File: src/rtl/fbw_pkg.sv
package fbw_pkg;

  typedef enum logic [2:0] {
    FM_NONE,
    FM_SWAP,
    FM_LIN,
    FM_QUAD,
    FM_EXPC,
    FM_EXPB
  } fmode_e;

  localparam logic [31:0] IOP_RESET = 32'h2300_0300;
  localparam logic [7:0]  PM_RESET  = 8'hFF;
  localparam int          IOP_GATE_BIT = 29;

  function automatic fmode_e fm_decode(input logic [15:0] m);
    case (m)
      16'h3BA0, 16'hBBE0: return FM_SWAP;
      16'h1360:           return FM_LIN;
      16'h13A0:           return FM_QUAD;
      16'h2EA0:           return FM_EXPC;
      16'h28A0:           return FM_EXPB;
      default:            return FM_NONE;
    endcase
  endfunction

endpackage

File: src/rtl/fbw_addr.sv
module fbw_addr
  import fbw_pkg::*;
#(
  parameter int POS_W  = 16,
  parameter int X_BITS = 6,
  parameter int Y_BITS = 5,
  parameter int ROW_W  = 4,
  parameter int WID_W  = 8,
  parameter int OFF_W  = 20
) (
  input  fmode_e             fmode,
  input  logic [POS_W-1:0]   pos,
  input  logic [ROW_W-1:0]   row,
  input  logic [WID_W-1:0]   width,
  output logic [OFF_W-1:0]   off
);
  logic             quarter;
  logic [OFF_W-1:0] xv, yv;

  always_comb begin
    quarter = (fmode == FM_QUAD) || (fmode == FM_EXPC) || (fmode == FM_EXPB);
    if (quarter) begin
      xv = OFF_W'(pos[2 +: X_BITS]);
      yv = OFF_W'(pos[2 + X_BITS +: Y_BITS]) + OFF_W'(row);
    end else begin
      xv = OFF_W'(pos[0 +: X_BITS]);
      yv = OFF_W'(pos[X_BITS +: Y_BITS]) + OFF_W'(row);
    end
    if (fmode == FM_SWAP) off = OFF_W'(pos);
    else                  off = yv * OFF_W'(width) + xv;
  end
endmodule

File: src/rtl/fbw_seq.sv
module fbw_seq #(
  parameter int OFF_W    = 20,
  parameter int BUF_SIZE = 1024
) (
  input  logic             clk,
  input  logic             rst,
  input  logic             start,
  input  logic             expand,
  input  logic [5:0]       n_pix,
  input  logic [OFF_W-1:0] base,
  input  logic [31:0]      data_in,
  input  logic [31:0]      mask_in,
  input  logic [7:0]       fgv,
  input  logic [7:0]       bgv,
  input  logic             mask_en,
  input  logic             transp,
  output logic             busy,
  output logic             pix_we,
  output logic [OFF_W-1:0] pix_addr,
  output logic [7:0]       pix_data
);
  localparam logic [OFF_W:0] LIMIT = (OFF_W+1)'(BUF_SIZE);

  logic             busy_q, exp_q, men_q, tr_q;
  logic [5:0]       idx_q, cnt_q;
  logic [OFF_W-1:0] base_q;
  logic [31:0]      dat_q, msk_q;
  logic [7:0]       fg_q, bg_q;
  logic             last;
  logic [OFF_W:0]   sum;
  logic             allow, keep;

  assign last = (idx_q == cnt_q - 6'd1);

  always_ff @(posedge clk) begin
    if (rst) begin
      busy_q <= 1'b0; exp_q <= 1'b0; men_q <= 1'b0; tr_q <= 1'b0;
      idx_q  <= '0;   cnt_q <= '0;   base_q <= '0;
      dat_q  <= '0;   msk_q <= '0;   fg_q <= '0; bg_q <= '0;
    end else if (start) begin
      busy_q <= 1'b1;  idx_q <= '0;     cnt_q <= n_pix;
      exp_q  <= expand; base_q <= base; dat_q <= data_in;
      msk_q  <= mask_in; fg_q <= fgv;   bg_q <= bgv;
      men_q  <= mask_en; tr_q <= transp;
    end else if (busy_q) begin
      if (last) begin
        busy_q <= 1'b0;
      end else begin
        idx_q <= idx_q + 6'd1;
        dat_q <= exp_q ? {dat_q[30:0], 1'b0} : {dat_q[23:0], 8'h00};
        msk_q <= {msk_q[30:0], 1'b0};
      end
    end
  end

  always_comb begin
    sum      = {1'b0, base_q} + (OFF_W+1)'(idx_q);
    allow    = !men_q || msk_q[31];
    keep     = !exp_q || dat_q[31] || !tr_q;
    pix_we   = busy_q && (sum < LIMIT) && allow && keep;
    pix_addr = sum[OFF_W-1:0];
    pix_data = exp_q ? (dat_q[31] ? fg_q : bg_q) : dat_q[31:24];
  end

  assign busy = busy_q;


  start_busy_chk: assert property (@(posedge clk) disable iff (rst)
    start |=> busy_q);

  addr_step_chk: assert property (@(posedge clk) disable iff (rst)
    (busy_q && !last) |=> (pix_addr == OFF_W'($past(pix_addr) + 1'b1)));

  no_restart_chk: assert property (@(posedge clk) disable iff (rst)
    busy_q |-> !start);
endmodule

File: src/rtl/fbw_engine.sv
module fbw_engine
  import fbw_pkg::*;
#(
  parameter int POS_W    = 16,
  parameter int X_BITS   = 6,
  parameter int Y_BITS   = 5,
  parameter int ROW_W    = 4,
  parameter int WID_W    = 8,
  parameter int OFF_W    = 20,
  parameter int BUF_SIZE = 1024
) (
  input  logic             clk,
  input  logic             rst,
  input  logic             wr_valid,
  output logic             wr_ready,
  input  logic [POS_W-1:0] wr_pos,
  input  logic [ROW_W-1:0] wr_row,
  input  logic [2:0]       wr_size,
  input  logic [31:0]      wr_data,
  input  logic [15:0]      dst_mode,
  input  logic [31:0]      bitmask,
  input  logic [7:0]       fg_color,
  input  logic [7:0]       bg_color,
  input  logic [WID_W-1:0] fb_width,
  input  logic             iop_we,
  input  logic [31:0]      iop_wdata,
  input  logic             pm_we,
  input  logic [7:0]       pm_wdata,
  output logic [31:0]      iop_q,
  output logic [7:0]       pmask_q,
  output logic             busy,
  output logic             pix_we,
  output logic [OFF_W-1:0] pix_addr,
  output logic [7:0]       pix_data,
  output logic             ptr_vld,
  output logic [POS_W-1:0] ptr_out,
  output logic             mode_err
);
  fmode_e           fm;
  logic             acc, expand, known;
  logic [5:0]       n_pix;
  logic [31:0]      data_al;
  logic [OFF_W-1:0] base;
  logic [POS_W-1:0] incr;
  logic [7:0]       fgv, bgv;

  assign wr_ready = !busy && !rst;
  assign acc      = wr_valid && wr_ready;

  always_comb begin
    fm     = fm_decode(dst_mode);
    known  = (fm != FM_NONE);
    expand = (fm == FM_EXPC) || (fm == FM_EXPB);
    if (expand) begin
      case (wr_size)
        3'd1:    n_pix = 6'd8;
        3'd2:    n_pix = 6'd16;
        default: n_pix = 6'd32;
      endcase
    end else begin
      n_pix = 6'd4;
    end
    if (fm == FM_SWAP)
      data_al = {wr_data[7:0], wr_data[15:8], wr_data[23:16], wr_data[31:24]};
    else if (expand)
      data_al = wr_data << (6'd32 - n_pix);
    else
      data_al = wr_data;
    fgv = (fm == FM_EXPB) ? 8'd1 : fg_color;
    bgv = (fm == FM_EXPB) ? 8'd0 : bg_color;
    case (fm)
      FM_NONE: incr = '0;
      FM_QUAD: incr = POS_W'(16);
      default: incr = POS_W'(4);
    endcase
  end

  fbw_addr #(
    .POS_W(POS_W), .X_BITS(X_BITS), .Y_BITS(Y_BITS),
    .ROW_W(ROW_W), .WID_W(WID_W), .OFF_W(OFF_W)
  ) u_addr (
    .fmode(fm), .pos(wr_pos), .row(wr_row), .width(fb_width), .off(base)
  );

  fbw_seq #(.OFF_W(OFF_W), .BUF_SIZE(BUF_SIZE)) u_seq (
    .clk(clk), .rst(rst), .start(acc && known), .expand(expand),
    .n_pix(n_pix), .base(base), .data_in(data_al), .mask_in(bitmask),
    .fgv(fgv), .bgv(bgv), .mask_en(iop_q[IOP_GATE_BIT]),
    .transp(iop_q[28] || iop_q[1]),
    .busy(busy), .pix_we(pix_we), .pix_addr(pix_addr), .pix_data(pix_data)
  );

  always_ff @(posedge clk) begin
    if (rst) begin
      iop_q    <= IOP_RESET;
      pmask_q  <= PM_RESET;
      ptr_vld  <= 1'b0;
      ptr_out  <= '0;
      mode_err <= 1'b0;
    end else begin
      if (iop_we) iop_q   <= iop_wdata;
      if (pm_we)  pmask_q <= pm_wdata;
      ptr_vld  <= acc;
      mode_err <= acc && !known;
      if (acc) ptr_out <= wr_pos + incr;
    end
  end


  err_src_chk: assert property (@(posedge clk) disable iff (rst)
    mode_err |-> $past(acc));

  err_idle_chk: assert property (@(posedge clk) disable iff (rst)
    mode_err |-> !busy);

  ptr_src_chk: assert property (@(posedge clk) disable iff (rst)
    ptr_vld |-> $past(wr_valid && wr_ready));
endmodule

File: config.mk
export PLATFORM = sky130hd
export DESIGN_NAME = fbw_engine
export DESIGN_NICKNAME = d
export VERILOG_FILES = /design/src/rtl/fbw_pkg.sv /design/src/rtl/fbw_addr.sv /design/src/rtl/fbw_seq.sv /design/src/rtl/fbw_engine.sv
export SDC_FILE = /design/constraint.sdc
export NUM_CORES = 1
export LEC_CHECK = 0
export BUFFER_PORTS_ARGS = -buffer_cell sky130_fd_sc_hd__buf_2
export CORE_ASPECT_RATIO = 1.2
export CORE_MARGIN = 2
export CORE_UTILIZATION = 45
export DETAILED_ROUTE_END_ITERATION = 10
export GPL_ROUTABILITY_DRIVEN = 1
export HOLD_SLACK_MARGIN = 0.12
export PLACE_DENSITY = 0.69
export SETUP_SLACK_MARGIN = 0.1
export SYNTH_ARGS = -nofsm -noshare
export SYNTH_HDL_FRONTEND = slang
export SYNTH_SLANG_ARGS = --single-unit
export TNS_END_PERCENT = 20
File: constraint.sdc
create_clock -name clk -period 11.2 [get_ports clk]
set_clock_uncertainty 0.1 [all_clocks]
set_input_delay 2.24 -clock clk [delete_from_list [all_inputs] [get_ports clk]]
set_output_delay 2.24 -clock clk [all_outputs]
set_load 0.02 [all_outputs]
### Word-level counts from Yosys, hierarchy flattened

Cells that the tools add are included.

* bits in registers: 174
* latch bits: 0
* bits in writable memories: 0
* bits in read-only memories: 0
* input bits: 172
* output and inout port bits: 89
* logic and storage cells: 92
* memories: 0

* $add $sub $neg: 8
* multipliers: 1
* div/mod/pow operators: 0
* magnitude comparators: 1
* eq/ne operators: 14
* shift operators: 1
* mux-type cells: 23
* bitwise gates (word level): 1
* reductions and logical operators: 27

Operators with widths (number)
* $mux W32: 9
* $eq A16 B14 Y1 const B: 3
* $mux W20: 2
* $eq A16 B13 Y1 const B: 2
* $mux W8: 4
* $shl A32 B6 Y32: 1
* $add A20 B6 Y21: 1
* $lt A21 B11 Y1 const B: 1
* $add A20 B6 Y20: 1
* $mul A20 B8 Y20: 1
* $add A16 B16 Y16: 1
* $eq A16 B16 Y1 const B: 1
* $pmux W3 S5: 1
* $add A5 B4 Y6: 2
* $mux W6: 2
* $pmux W6 S2: 1
* $pmux W5 S2: 1
* $logic_and A1 B1 Y1: 7
* $logic_or A1 B1 Y1: 7
* $add A6 B1 Y6 const B: 1
* $eq A3 B1 Y1 const B: 2
* $eq A3 B2 Y1 const B: 2
* $eq A3 B3 Y1 const B: 2
* $eq A6 B6 Y1: 1
* 11 further kinds: 20

### Logic depth before layout (Yosys ltp)

* depth in word-level cells: 11
* gate-level depth with buffers: 32
* gate-level depth less buffers: 30

### Modules after synthesis

From an unflattened synthesis, not the netlist that was laid out.

* cells, all modules: 1384
* area total of the unflattened synthesis: 11848.9 sq um

Modules (own cells, without submodules)
* fbw_seq: times used 1, cells an instance 732, area each 6263.5 sq um, sequential area each 2322.2 sq um
* fbw_engine: times used 1, cells an instance 376, area each 3234.4 sq um, sequential area each 1161.1 sq um
* fbw_addr: times used 1, cells an instance 276, area each 2351.0 sq um, sequential area each 0.0 sq um

### Least setup slack after synthesis

OpenSTA, ideal clock, no wires.

* path type: input port to flip-flop
* from: in dst_mode[1]
* to: reg u_seq.base_q[14]
* library setup time: 0.117 ns
* data arrival time: 9.272 ns
* data required time: 10.983 ns
* path slack: 1.711 ns
* stages: 32
* cell sequence: or4_4 or2_2 clkbuf_1 a211o_1 a2111o_1 nand2_2 buf_6 mux2_4 ha_1 inv_1 fa_1 inv_1 a21oi_1 o21bai_1 xnor2_1 nand3_1 and3_1 fa_1 inv_1 fa_1 inv_1 fa_1 inv_1 fa_1 inv_1 ha_1 a2111oi_0 o21ai_0 a211oi_1 xor2_1 o21ai_0 a22o_1

* longest elaborated chain between the ends: 10

Ends and longest elaborated chain
* from (decl): line fbw_engine.sv:20 `input logic [15:0] dst_mode,`
* $eq A16 B14 Y1 or $eq A16 B16 Y1 (tied branches): line fbw_pkg.sv:17 `case (m)`
* $reduce_or A2 Y1: line fbw_pkg.sv:17
* $pmux W3 S5 (*): line fbw_pkg.sv:17
* $eq A3 B2 Y1 or $eq A3 B3 Y1 (tied branches): line fbw_addr.sv:21 `quarter = (fmode == FM_QUAD) || (fmode == FM_EXPC) || (fmode == FM_EXPB);`
* $logic_or A1 B1 Y1 (2 in a row): line fbw_addr.sv:21
* $mux W20: line fbw_addr.sv:22 `if (quarter) begin`
* $mul A20 B8 Y20: line fbw_addr.sv:30 `else off = yv * OFF_W'(width) + xv;`
* $add A20 B6 Y20: line fbw_addr.sv:30
* $mux W20: line fbw_addr.sv:29 `if (fmode == FM_SWAP) off = OFF_W'(pos);`
* to (signal assigned): line fbw_seq.sv:42 `exp_q <= expand; base_q <= base; dat_q <= data_in;`
* to (decl): line fbw_seq.sv:26 `logic [OFF_W-1:0] base_q;`

Mark *: on every way between the ends. The rest lies on a longest branch, timed or not.
A chain may end at the register's enable or synchronous reset.

### Worst setup path after layout

Same ends and word-level chain as after synthesis.

==> flow_summary.ini <==
[run_status]
status = finished, final reports clean

[synthesis]
synth_top_area_cell = dfxtp_1
netlist.area_leader.share = 0.317
synth_edf_count = 0
yosysSeqAreaShare = 0.317
ys_top_cells_by_area = dfxtp_1, mux2i_1, ha_1
synth_ff_type = dfxtp_1
synthArstFlopShare = 0
synth_area_sq_mm = 0.0106
ys_ff_latch = 168
yosys.cell_types.count = 74
synth.avg_cell_area_sq_um = 8.64
synth-warning-count = 0
synthCells = 1229

[placed_design]
portBuffers = 257
place_area_sq_mm = 0.0121
dp_cells = 1738
gp_congestion = 0.911
pre_cts_ws_ns = 0.902
dpl.hpwl_microns = 23700

[layout]
nFillCells = 2223
nets = 1699
final_cell_area_sq_mm = 0.0127
drive_gt1_frac = 0.233
layoutNonFillerInstCount = 1769
layout-area-overhead-vs-synth_pct = 19.3

[critical_path]
critical_path.max_stage_delay_ns = 0.56
crit_path_end_kind = flip-flop
crit_family = adder cells
startpoint_type = input pin
critical_path_buf_inv_count = 8
cpMaxStageDelayCell = or4_4
path_common_cell = inv_1
startpoint = dst_mode[1]
crit_fanout = 28
r2r-start = u_seq.cnt_q[2]
required_ns = 11.44
path_class = input pin to flip-flop
crit_arrival_ns = 10.08

[route]
wl_microns = 31600
drcViolationCount = 0
final_antenna_net_count = 0
vias_per_cell = 5.63
drtIter0Drc = 656
drt-wirelength-per-cell_microns = 17.9
num_vias = 9953
drt_pass1_iterations = 7

[sta]
grt_setup_unrepaired = false
totalNegativeSetupSlack_ns = 0
finalCriticalPeriod_ns = 9.85
final-hold-violation-count = 0
max_freq_mhz = 102
fin_ws_ns = 1.35
setup_viol = 0
worst_slew_pin_slew_ns = 1.04
min_period_over_period = 0.879
max_slew_margin = 0.301
maxSlewViolCount = 0

[worst_hold_path]
min_from = u_seq.msk_q[15]
hold_path.class = flip-flop to flip-flop

[pwr]
power.total_mw = 1.76
max-vdd-ir-drop_mv = 0.129
power_density_mw_per_mm2 = 139
p_leak_nw = 5.56

[clock_network]
clk_path_buf_depth = 2
clk_latency_ns = 0.44
clkTransAtPathRegs_ns = 0.07
clock-sinks = 168
cts_tree = yes
htreeDepth = 4
cts_hold_buf = 0
cts_resized = 0
root_buffer = clkbuf_16
cts_setup_buffers = 0
cts_buffers = 17

[die]
start_util = 0.458
coreArea_sq_mm = 0.0232
ioPinCount = 261
die_w_microns = 144
rows = 61
die_height_microns = 172
die_area_sq_mm = 0.0248

[grt]
grt_start_max_net_pins = 96
grt_pass1_wl_microns = 48800
globalRouteOverflowTotal = 0
antenna_found_initial = 1
grt_pass1_vias = 9167
gr-usage-all-layers = 0.251

[run]
drv_cap = 0
==> synth_stat cells (all sizes together), types with 7 or more instances <==
cell type,instances
a211oi,23
a21oi,86
a221oi,9
a22o,29
a22oi,41
a31o,8
a32oi,7
and2,20
and3,15
buf,23
clkbuf,57
dfxtp,168
fa,32
ha,53
inv,68
mux2,11
mux2i,76
nand2,113
nand2b,8
nand3,32
nand4,11
nor2,86
nor2b,16
nor3,17
o211ai,15
o21a,10
o21ai,54
o22ai,16
or4,8
xnor2,24
xor2,23
==> worst paths after layout <==
kind                 endpoint  slack [ns]  cells after the start
max reg2reg   u_seq.dat_q[30]        8.30                      8
min           u_seq.msk_q[15]        0.35                      2
max          u_seq.base_q[14]        1.35                     32
min reg2reg   u_seq.msk_q[15]        0.35                      2
==> sequential cells by signal (all words and copies together), names as in the netlist <==
signal,flops
u_seq.bg_q,8
u_seq.msk_q,32
u_seq.idx_q,6
u_seq.fg_q,8
pmask_q,8
ptr_vld,1
u_seq.men_q,1
u_seq.tr_q,1
u_seq.dat_q,32
iop_q,32
mode_err,1
ptr_out,16
u_seq.cnt_q,4
u_seq.base_q,16
u_seq.exp_q,1
u_seq.busy,1
==> metal layers <==
metal | share of wire | GRT usage
met4 | 0.027 | 0.0891
met2 | 0.46 | 0.419
met1 | 0.43 | 0.325
met5 | 0.00047 | 0
met3 | 0.076 | 0.0496
==> stage by stage <==
step / hold slack, ns / util
2_1_floorplan: 0.332 / -
3_3_place_gp: 0.341 / 0.522
3_5_place_dp: 0.346 / 0.522
4_1_cts: 0.356 / 0.546
5_1_grt: 0.372 / 0.546
6_report: 0.354 / 0.546
==> tightest hold or removal path: cells and delay by family, from the launching register on <==
family	cells	cell delay, ns
flops	1	0.31
simple gates	1	0.05
compound gates	1	0.05
==> placed cells by master (no fill, tap or decap), drive strengths merged, types with 5 or more instances in the layout <==
master  Yosys  routed
a22o       29      29
nand2     113     113
ha         53      53
a22oi      41      41
a221oi      9       9
xor2       23      23
o21ai      54      54
o221ai      6       6
fa         32      32
xnor2      24      24
dfxtp     168     168
o22ai      16      16
o211ai     15      15
a31o        8       8
a21boi      6       6
a32oi       7       7
buf        23     272
mux2       11      11
or4         8       8
and3       15      15
mux2i      76      76
nand2b      8       8
nor3       17      17
a211oi     23      23
and2       20      20
nand3      32      32
o21a       10      10
nand4      11      11
or3         5       5
nor2       86      86
inv        68      73
nor2b      16      16
clkbuf     57      18
a21oi      86      86
==> where the power goes <==
part / total, mW / internal [mW] / switching (mW)
clock: 0.570 / 0.312 / 0.258
sequential: 0.617 / 0.610 / 0.00634
combinational: 0.573 / 0.243 / 0.330
==> kinds of logic after synthesis <==
family / count (synthesis) / share of synthesized area
flip-flops: 168 / 0.317
multiplexers: 87 / 0.0851
AND/OR/NAND/NOR: 344 / 0.154
AO/OA/AOI/OAI: 347 / 0.224
buffers and inverters: 149 / 0.0561
adder cells (fa/ha/maj): 85 / 0.123
other: 1 / 0.000353
XOR/XNOR: 48 / 0.0409
==> final cells by class <==
| cell class | count | area, sq um | area share |
|---|---|---|---|
| Clock inverter | 12 | 118 | 0.00929 |
| Timing Repair Buffer | 272 | 1400 | 0.110 |
| Sequential cell | 168 | 3360 | 0.266 |
| Tap cell | 315 | 394 | 0.0311 |
| Antenna cell | 1 | 2.50 | 0.000198 |
| Multi-Input combinational cell | 914 | 6690 | 0.528 |
| Clock buffer | 18 | 439 | 0.0347 |
| Inverter | 69 | 260 | 0.0205 |
(Power assumes the default switching activity.)
